**src/rtl/irqagg_pkg.sv**
```systemverilog
package irqagg_pkg;
   localparam int WORD_W     = 32;
   localparam int SYNC_DEPTH = 2;

   function automatic int words_for(input int n);
      return (n + WORD_W - 1) / WORD_W;
   endfunction
endpackage

```
**src/rtl/irqagg_sync.sv**
```systemverilog
module irqagg_sync #(
   parameter int W      = 8,
   parameter int STAGES = 2
) (
   input  logic         clk,
   input  logic         rst_n,
   input  logic [W-1:0] d_async,
   output logic [W-1:0] q_sync
);
   if (STAGES < 2) begin : g_bad_stages
      $error("irqagg_sync: STAGES must be at least 2");
   end
   if (W < 1) begin : g_bad_w
      $error("irqagg_sync: W must be positive");
   end

   logic [W-1:0] chain [STAGES];

   always_ff @(posedge clk or negedge rst_n) begin
      if (!rst_n) begin
         for (int s = 0; s < STAGES; s++) chain[s] <= '0;
      end else begin
         chain[0] <= d_async;
         for (int s = 1; s < STAGES; s++) chain[s] <= chain[s-1];
      end
   end

   assign q_sync = chain[STAGES-1];
endmodule

```
**src/rtl/irqagg_summary.sv**
```systemverilog
module irqagg_summary #(
   parameter int W = 8
) (
   input  logic         clk,
   input  logic         rst_n,
   input  logic [W-1:0] lvl,
   output logic         any_q
);
   always_ff @(posedge clk or negedge rst_n) begin
      if (!rst_n) any_q <= 1'b0;
      else        any_q <= |lvl;
   end

   // summary is the OR of the synchronised levels of the previous cycle
   assert_or_follow_R1: assert property (@(posedge clk) disable iff (!rst_n)
      any_q == |$past(lvl));
endmodule

```
**src/rtl/irqagg_status_bank.sv**
```systemverilog
module irqagg_status_bank
   import irqagg_pkg::*;
#(
   parameter int NUM_SRC = 40,
   parameter int IDX_W   = 2
) (
   input  logic               clk,
   input  logic               rst_n,
   input  logic [NUM_SRC-1:0] lvl,
   input  logic               rd_en,
   input  logic [IDX_W-1:0]   rd_idx,
   output logic [WORD_W-1:0]  rd_data
);
   localparam int NUM_REGS = words_for(NUM_SRC);
   localparam int PAD_W    = NUM_REGS * WORD_W - NUM_SRC;
   localparam int TAIL_W   = NUM_SRC - (NUM_REGS - 1) * WORD_W;

   if (NUM_SRC < 1) begin : g_bad_src
      $error("irqagg_status_bank: NUM_SRC must be positive");
   end
   if ((1 << IDX_W) < NUM_REGS) begin : g_bad_idx
      $error("irqagg_status_bank: IDX_W too narrow for the word count");
   end

   logic [NUM_REGS*WORD_W-1:0] flat;
   logic [WORD_W-1:0]          words [NUM_REGS];
   logic [WORD_W-1:0]          sel;

   if (PAD_W == 0) begin : g_full
      assign flat = lvl;
   end else begin : g_pad
      assign flat = {{PAD_W{1'b0}}, lvl};
   end

   for (genvar g = 0; g < NUM_REGS; g++) begin : g_word
      assign words[g] = flat[g*WORD_W +: WORD_W];
   end

   always_comb begin
      sel = '0;
      for (int i = 0; i < NUM_REGS; i++)
         if (rd_idx == IDX_W'(i)) sel = words[i];
   end

   always_ff @(posedge clk or negedge rst_n) begin
      if (!rst_n)     rd_data <= '0;
      else if (rd_en) rd_data <= sel;
   end

   // out-of-range index returns zero
   assert_oob_zero_R5: assert property (@(posedge clk) disable iff (!rst_n)
      (rd_en && (int'(rd_idx) >= NUM_REGS)) |=> (rd_data == '0));

   // no strobe, no change
   assert_hold_R8: assert property (@(posedge clk) disable iff (!rst_n)
      !rd_en |=> $stable(rd_data));

   if (PAD_W > 0) begin : g_pad_chk
      // unpopulated bits of the last word stay zero
      assert_pad_zero_R4: assert property (@(posedge clk) disable iff (!rst_n)
         (rd_en && (int'(rd_idx) == NUM_REGS - 1)) |=> ((rd_data >> TAIL_W) == '0));
   end
endmodule

```
**src/rtl/irq_aggregator.sv**
```systemverilog
module irq_aggregator
   import irqagg_pkg::*;
#(
   parameter int NUM_SRC = 40,
   parameter int IDX_W   = $clog2(words_for(NUM_SRC)) + 1
) (
   input  logic               clk,
   input  logic               rst_n,
   input  logic [NUM_SRC-1:0] irq_in,
   output logic               irq_out,
   input  logic               rd_en,
   input  logic [IDX_W-1:0]   rd_idx,
   output logic [WORD_W-1:0]  rd_data
);
   localparam int LAT = SYNC_DEPTH + 1;

   if (NUM_SRC < 1) begin : g_bad_src
      $error("irq_aggregator: NUM_SRC must be positive");
   end

   logic [NUM_SRC-1:0] lvl;

   irqagg_sync #(.W(NUM_SRC), .STAGES(SYNC_DEPTH)) u_sync (
      .clk     (clk),
      .rst_n   (rst_n),
      .d_async (irq_in),
      .q_sync  (lvl)
   );

   irqagg_summary #(.W(NUM_SRC)) u_sum (
      .clk   (clk),
      .rst_n (rst_n),
      .lvl   (lvl),
      .any_q (irq_out)
   );

   irqagg_status_bank #(.NUM_SRC(NUM_SRC), .IDX_W(IDX_W)) u_bank (
      .clk     (clk),
      .rst_n   (rst_n),
      .lvl     (lvl),
      .rd_en   (rd_en),
      .rd_idx  (rd_idx),
      .rd_data (rd_data)
   );

   // cycles since reset, saturating, so the latency check never looks before reset
   logic [1:0] since_rst;
   always_ff @(posedge clk or negedge rst_n) begin
      if (!rst_n)                 since_rst <= '0;
      else if (since_rst != 2'd3) since_rst <= since_rst + 2'd1;
   end

   // three edges from input to summary
   assert_latency_R2: assert property (@(posedge clk) disable iff (!rst_n)
      (int'(since_rst) >= LAT) |-> (irq_out == |$past(irq_in, 3)));
endmodule

```
**config.mk**
```make
export PLATFORM = sky130hd
export DESIGN_NAME = irq_aggregator
export DESIGN_NICKNAME = d
export VERILOG_FILES = /design/src/rtl/irqagg_pkg.sv /design/src/rtl/irqagg_sync.sv /design/src/rtl/irqagg_summary.sv /design/src/rtl/irqagg_status_bank.sv /design/src/rtl/irq_aggregator.sv
export SDC_FILE = /design/constraint.sdc
export NUM_CORES = 1
export LEC_CHECK = 0
export CAP_MARGIN = 40
export CORE_ASPECT_RATIO = 1.5
export CORE_MARGIN = 4
export CORE_UTILIZATION = 44
export CTS_CLUSTER_DIAMETER = 50
export DETAILED_ROUTE_END_ITERATION = 16
export PLACE_DENSITY_LB_ADDON = 0.12
export SKIP_LAST_GASP = 1
export SYNTH_ARGS = -nofsm -noshare
export SYNTH_HDL_FRONTEND = slang
export SYNTH_SLANG_ARGS = --single-unit
```
**constraint.sdc**
```tcl
create_clock -name clk -period 1.3 [get_ports clk]
set_input_delay 0.39 -clock clk [delete_from_list [all_inputs] [get_ports clk]]
set_output_delay 0.39 -clock clk [all_outputs]
set_load 0.005 [all_outputs]
```
Word-level counts from Yosys, hierarchy flattened
Index checks and enable logic that the tools add are counted.

Input port bits: 45. Register bits after elaboration: 113.

Reduce and logical (&&, ||, !) cells: 2. Eq/ne operators: 1. Mux-type cells: 2.

Operator list (number): 2-to-1 mux 32 bit (2); OR reduction 40 bit (1); == test 2 x 1 -> 1 bit, second input constant (1); zero test 2 bit (1).

Logic depth before layout (Yosys ltp)
Gate-level depths: netlist (run 1).

Depth in word-level cells: 3. Depth in mapped cells: 5. Mapped depth without buffers: 3.

By module
From an unflattened synthesis (run 1), not the netlist that was laid out.

Cells, all modules: 276. Area total of the unflattened synthesis: 3923.8 um^2.

By module, submodules not included: irqagg_sync (seq. area each 2001.9 um^2, cells an instance 120, instances 1, area each 2302.2 um^2); irqagg_status_bank (seq. area each 800.8 um^2, cells an instance 141, instances 1, area each 1505.2 um^2); irqagg_summary (seq. area each 25.0 um^2, cells an instance 15, instances 1, area each 116.4 um^2).

Least setup slack after synthesis (run 1)
No wires, ideal clock.

Path type: register to register. Start point: register u_sync.chain, in the netlist u_sync.q_sync[9]. End point: register u_sum.any_q. Cell stages (with the launch flop): 4. Buffers on the path: 0. Required time: 1169 ps. Library setup time: 131 ps. Arrival: 1065 ps. Path slack: 104 ps. Path through: dfrtp_1 nor4_1 nand4_1 or3_1.

Word-level cells in the longest chain between the ends: 1.

RTL lines: start, declared (RTL line irqagg_sync.sv:17) `logic [W-1:0] chain [STAGES];`; OR reduction 40 bit (RTL line irqagg_summary.sv:11) `else any_q <= |lvl;`; end signal, assigned (RTL line irqagg_summary.sv:11); end, declared (RTL line irqagg_summary.sv:7) `output logic any_q`.

Every way passes these cells. A chain may end at the register's enable or synchronous reset.

Final worst setup path (run 1)
Start point: register u_sync.chain, in the netlist u_sync.q_sync[3]. End point: register u_sum.any_q.

Same word-level chain as after synthesis.

==> results of run 1 <==
[final timing paths]
kind	from	to	slack [ns]
worst max-delay path	u_sync.q_sync[3]	u_sum.any_q	-0.08
worst min-delay path	u_sync.chain[45]	u_sync.q_sync[5]	0.34
worst max register to register	u_sync.q_sync[3]	u_sum.any_q	-0.08
worst min register to register	u_sync.chain[45]	u_sync.q_sync[5]	0.34
max in group asynchronous	rst_n	u_sync.chain[70]	0.50
min in group asynchronous	rst_n	u_bank.rd_data[15]	0.54
[critical path: stages, from the launching register on]
cell and delay (ns):
dfrtp_1 0.41, nor4_4 0.33, nand4_1 0.16, or3_1 0.36
[power by group]
part / internal, W / switching [W]
Clock: 0.00310 / 0.00154
Combinational: 0.000303 / 0.000219
Sequential: 0.00371 / 0.0000960
[layer usage]
metal | up-vias | global-route usage
met3 | 21 | 0.0540
met1 | 1049 | 0.155
met2 | 70 | 0.273
li1 | 1014 | -
met5 | - | 0
met4 | 0 | 0.114
[layout make-up]
class                   instances  area (um^2)  area share
clock inverters                13          161      0.0313
inverters                      32          120      0.0233
repair buffers                117          943       0.183
clock buffers                  19          453      0.0880
well taps                     102          128      0.0248
multi-input cells              80          515       0.100
flip-flops and latches        113         2830       0.549
[sequential cells by signal, indices dropped and copies added (netlist names)]
name	count
u_bank.rd_data	32
u_sum.any_q	1
u_sync.chain	40
u_sync.q_sync	40
[cell families after synthesis]
| group | synth area share |
|---|---|
| flops | 0.819 |
| simple gates | 0.0580 |
| buf+inv | 0.0489 |
| compound gates | 0.0514 |
| mux | 0.0232 |
[cells in the mapped netlist (all sizes together)]
cell	n	area (um^2)
inv	32	120
mux2i	8	80.1
o21ai	24	128
or3	1	6.26
nor3b	1	18.8
nand2b	1	6.26
nor4	10	62.6
clkbuf	4	15.0
nand4	2	12.5
dfrtp	113	2830
o22ai	8	50.1
buf	3	33.8
nand2	25	93.8
[stage by stage]
step	instances	total power, W	TNS [ns]
2_1_floorplan	232	0.00396	0
3_3_place_gp	419	0.00436	-8.99
3_5_place_dp	419	0.00438	-9.83
4_1_cts	468	0.00905	-0.597
5_1_grt	476	0.00930	-1.02
6_report	476	0.00898	-0.226
[what timing repair did]
item	CTS	global route
endpoints found under the setup margin	34	35
gates resized for setup	139	2
endpoints found under the hold margin	61	0
hold buffers	1	0
setup buffers	16	8
pin swaps	3	2
==> metrics, run 1 <==
die area 9360 um^2; Worst Max-Slew Pin Slew 0.293 ns; drc violations 0; Die Y 117 um; clock sink count 113; Post-Syn Area per Cell 14.9 um^2; commonest non-fill, non-tap cell in the layout dfrtp_1; share of layout cells above drive strength 1 0.307; Tot GR Track Use 0.158; starting density of the core 0.454; Final Slew Violations 0; power per cell area 1740 nW/um^2; critical path arrival 1.66 ns; YS warnings 0; total gr overflow 0; # Max-Cap Violations 0; count of input and output buffers 77; DRT met1 WL 2390 um; Detailed Routing Iterations Pass 1 4; vias per cell 4.53; Tcrit/Tclk final 1.07; violations in the final reports negative setup slack; status complete, but fails checks; final hold vios 0; most frequent cells in the layout 113 x dfrtp_1, 43 x clkdlybuf4s50_1, 37 x buf_4, 33 x buf_2, 32 x inv_1; first-pass GRT wire length 10400 um; CTS Root Cell clkbuf_16; net total in the final layout 406; DIE WIDTH 80.3 um; largest net degree at the start of global routing 61; total core area 7610 um^2; CTS max path bufs 2; IO Pins 78; clk slew on worst S/H paths 0.05 ns; final setup margin -0.0847 ns; Vias 2154; reg2reg path depth 3; initial antenna violation count 0; register bit total from synthesis 113; final setup fails 12; DR top layer met4; CP required 1.58 ns; Clock Latency Late Sink 0.40 ns; register area share after synthesis 0.819; CTS tree built; vias in the first global route 2263; RSZ-0062 raised after global routing yes; Synth cell types 15; slew margin rel. 0.803; min-delay worst type reg2reg; Peak VDD IR 1.16 mV; cell count after synthesis 232; Setup Crit Path Kind reg2reg; Post-DRT Antenna Nets 0; Fmax 722 MHz; TritonCTS buffer count 17; ANT cells 0; total length of routed wires 6630 um; wire per inst 13.9 um; gpl congestion 0.774; CTS H-Tree Depth 4; dpl ws -0.356 ns; Clock Skew 0.00399 ns; DR WL met2 3640 um; Final Instance Area 5150 um^2; metal3 WL 356 um; Filler cells 550; CP startpoint kind register; static leakage power 2.41 nW; Initial DRC Count 86; Core Util, Final 0.676; Mapped Nets 277; Area Overhead vs Synth 49.0%; Worst setup EP type register; Cell Rows 39; mapped cell area 3450 um^2; Crit Path Max Fanout 2; Min Hold Slack 0.342 ns; Placed Area 4450 um^2; crit path time final 1.38 ns; DPL Wire Length 4250 um; hold path depth 0
No activity file was read; power rests on OpenSTA's default activity.
==> run 2, diff against run 1 <==
--- a/config.mk
+++ b/config.mk
@@ -5,7 +5,7 @@
 export SDC_FILE = /design/constraint.sdc
 export NUM_CORES = 1
 export LEC_CHECK = 0
-export CAP_MARGIN = 40
+export CAP_MARGIN = 20
 export CORE_ASPECT_RATIO = 1.5
 export CORE_MARGIN = 4
 export CORE_UTILIZATION = 44
==> results of run 2 <==
The final DEF is identical to that of run 1; final timing and power are the same.
==> run 3, diff against run 2 <==
--- a/config.mk
+++ b/config.mk
@@ -5,6 +5,7 @@
 export SDC_FILE = /design/constraint.sdc
 export NUM_CORES = 1
 export LEC_CHECK = 0
+export ABC_AREA = 1
 export CAP_MARGIN = 20
 export CORE_ASPECT_RATIO = 1.5
 export CORE_MARGIN = 4
==> run 3 against run 2 <==
Critical endpoint is now rd_data[6]. The run still ends with negative setup slack left. Largest power group unchanged. Synthesized area increased by 1.6%. Clock-buffer cell count is 2 lower. Critical path depth fell by 2. Highest routed layer unchanged. Sequential power hardly changed. Flip-flop and latch count unchanged. Critical path type is now reg2out. Register-to-register slack improved by 0.34 ns.
==> metrics, run 3 <==
IO Pins 78; # Max-Cap Violations 0; Mapped Nets 309; final setup margin -0.0195 ns; Cell Rows 39; status complete, but fails checks; number of enable flip-flop cells after synthesis 0; CTS H-Tree Depth 4; clock sink count 113; commonest cells in the netlist 113 x dfrtp_1, 62 x nand2_1, 32 x nand3_1, 32 x nor2_1, 8 x a31oi_1; Detailed Routing Iterations Pass 1 4; power per cell area 1800 nW/um^2; vias in the first global route 2238; Final Slew Violations 0; Setup Crit Path Kind reg2out; count of input and output buffers 77; slowest stage delay, CP 0.39 ns; register bit total from synthesis 113; Vias 2248; critical path arrival 0.93 ns; Post-Synth Adder-Cell Area 0; CTS Root Cell clkbuf_16; DIE WIDTH 80.9 um; largest family of logic cells by synthesized area simple AND/OR/NAND/NOR gates; mux contribution to synthesized area 0; Post-Syn Area per Cell 13.3 um^2; TritonCTS buffer count 17; Compound-Gate Fraction of Synth Area 0.0143; Initial DRC Count 86; CP required 0.91 ns; CP max stage cell dfrtp_1; Synth Area in XOR/XNOR 0; CTS tree built; most common cell in the netlist dfrtp_1; critical path's top delay family flip-flops; Peak VDD IR 1.50 mV; gpl congestion 0.739; CP cell instances buf_2; commonest non-fill, non-tap cell in the layout dfrtp_1; Yosys top cell area share 0.806; FFs w/ async S/R, synth 1.00; Clock Skew 0.00806 ns; wire per inst 13.7 um; die area 9500 um^2; Synth cell types 12; vias per cell 4.53; share of layout cells above drive strength 1 0.249; total length of routed wires 6820 um; Core Util, Final 0.668; mapped cell area 3510 um^2; Tot GR Track Use 0.161; Simple-Gate Fraction of Synth Area 0.157; total gr overflow 0; Tcrit/Tclk final 1.01; first-pass GRT wire length 11000 um; ANT cells 0; CP startpoint kind register; slew margin rel. 0.734; clk slew on worst S/H paths 0.05 ns; final hold vios 0; WP buf/inv 1; drc violations 0; Crit Path Max Fanout 2; Clock Latency Late Sink 0.40 ns; total core area 7710 um^2; YS warnings 0; largest net degree at the start of global routing 41; static leakage power 2.51 nW; most frequent cells in the layout 113 x dfrtp_1, 62 x nand2_1, 43 x clkdlybuf4s50_1, 33 x buf_2; crit path time final 1.32 ns; RSZ-0062 raised after global routing yes; Synth area leaders dfrtp_1 81%, nand2_1 6.6%, nand3_1 4.6%; starting density of the core 0.455; final setup fails 7; Die Y 117 um; setup_tns -0.0888 ns; violations in the final reports negative setup slack; net total in the final layout 426; register area share after synthesis 0.806; min-delay worst type reg2reg; Post-DRT Antenna Nets 0; cell count after synthesis 264; cell accounting for the most synthesized area dfrtp_1; Worst setup EP type output pin; CTS max path bufs 2; initial antenna violation count 0; Worst Max-Slew Pin Slew 0.400 ns; main flop type after synthesis dfrtp_1; Area Overhead vs Synth 46.8%; DPL Wire Length 4520 um; Fmax 758 MHz
==> run 3: kinds of logic after synthesis <==
kind of cell / after synthesis
buffers and inverters: 13
AO/OA/AOI/OAI: 8
AND/OR/NAND/NOR: 130
flip-flops: 113
==> run 3: final timing paths <==
path	startpoint	depth (start not counted)	slack [ns]	end
max reg2reg	u_sync.q_sync[11]	6	0.26	u_sum.any_q
min	u_sync.chain[60]	0	0.35	u_sync.q_sync[20]
max	u_bank.rd_data[6]	1	-0.02	rd_data[6]
min in group asynchronous	rst_n	2	0.46	u_sync.chain[58]
min reg2reg	u_sync.chain[60]	0	0.35	u_sync.q_sync[20]
max in group asynchronous	rst_n	3	0.36	u_bank.rd_data[13]
==> run 3: layout make-up <==
| cell class | count | area (um^2) |
|---|---|---|
| Inverter | 2 | 7.51 |
| Timing Repair Buffer | 109 | 946 |
| Tap cell | 102 | 128 |
| Fill cell | 623 | 2560 |
| Multi-Input combinational cell | 138 | 602 |
| Clock buffer | 17 | 425 |
| Clock inverter | 15 | 215 |
| Sequential cell | 113 | 2830 |
==> run 3: power by group <==
group / internal, W / leakage (nW) / switching (W)
combinational: 0.000306 / 0.840 / 0.000242
clock: 0.00338 / 0.309 / 0.00154
sequential: 0.00372 / 1.36 / 0.0000848
==> run 3: stage by stage <==
step / cell area, um^2 / hold WS [ns] / instances / total power [W] / setup WS, ns
6_report: 5150 / 0.345 / 496 / 0.00927 / -0.0195
5_1_grt: 5150 / 0.350 / 496 / 0.00963 / -0.0627
4_1_cts: 5060 / 0.346 / 484 / 0.00934 / -0.0495
3_5_place_dp: 4500 / 0.335 / 441 / 0.00443 / -0.246
3_3_place_gp: 4500 / 0.331 / 441 / 0.00441 / -0.212
2_1_floorplan: 3510 / 0.0944 / 264 / 0.00399 / 0.315
==> run 3: repair_timing <==
action | CTS | global route
endpoints found under the setup margin | 33 | 33
endpoints found under the hold margin | 22 | 0
hold buffers | 1 | 0
setup buffers | 10 | 12
gates resized for setup | 132 | 0
==> run 3: routing by layer <==
layer | track usage | share of wire | vias to the layer above
li1 | - | - | 1090
met2 | 0.259 | 0.54 | 60
met5 | 0 | 0 | -
met4 | 0.0729 | 0.017 | 0
met3 | 0.0744 | 0.050 | 9
met1 | 0.180 | 0.39 | 1089
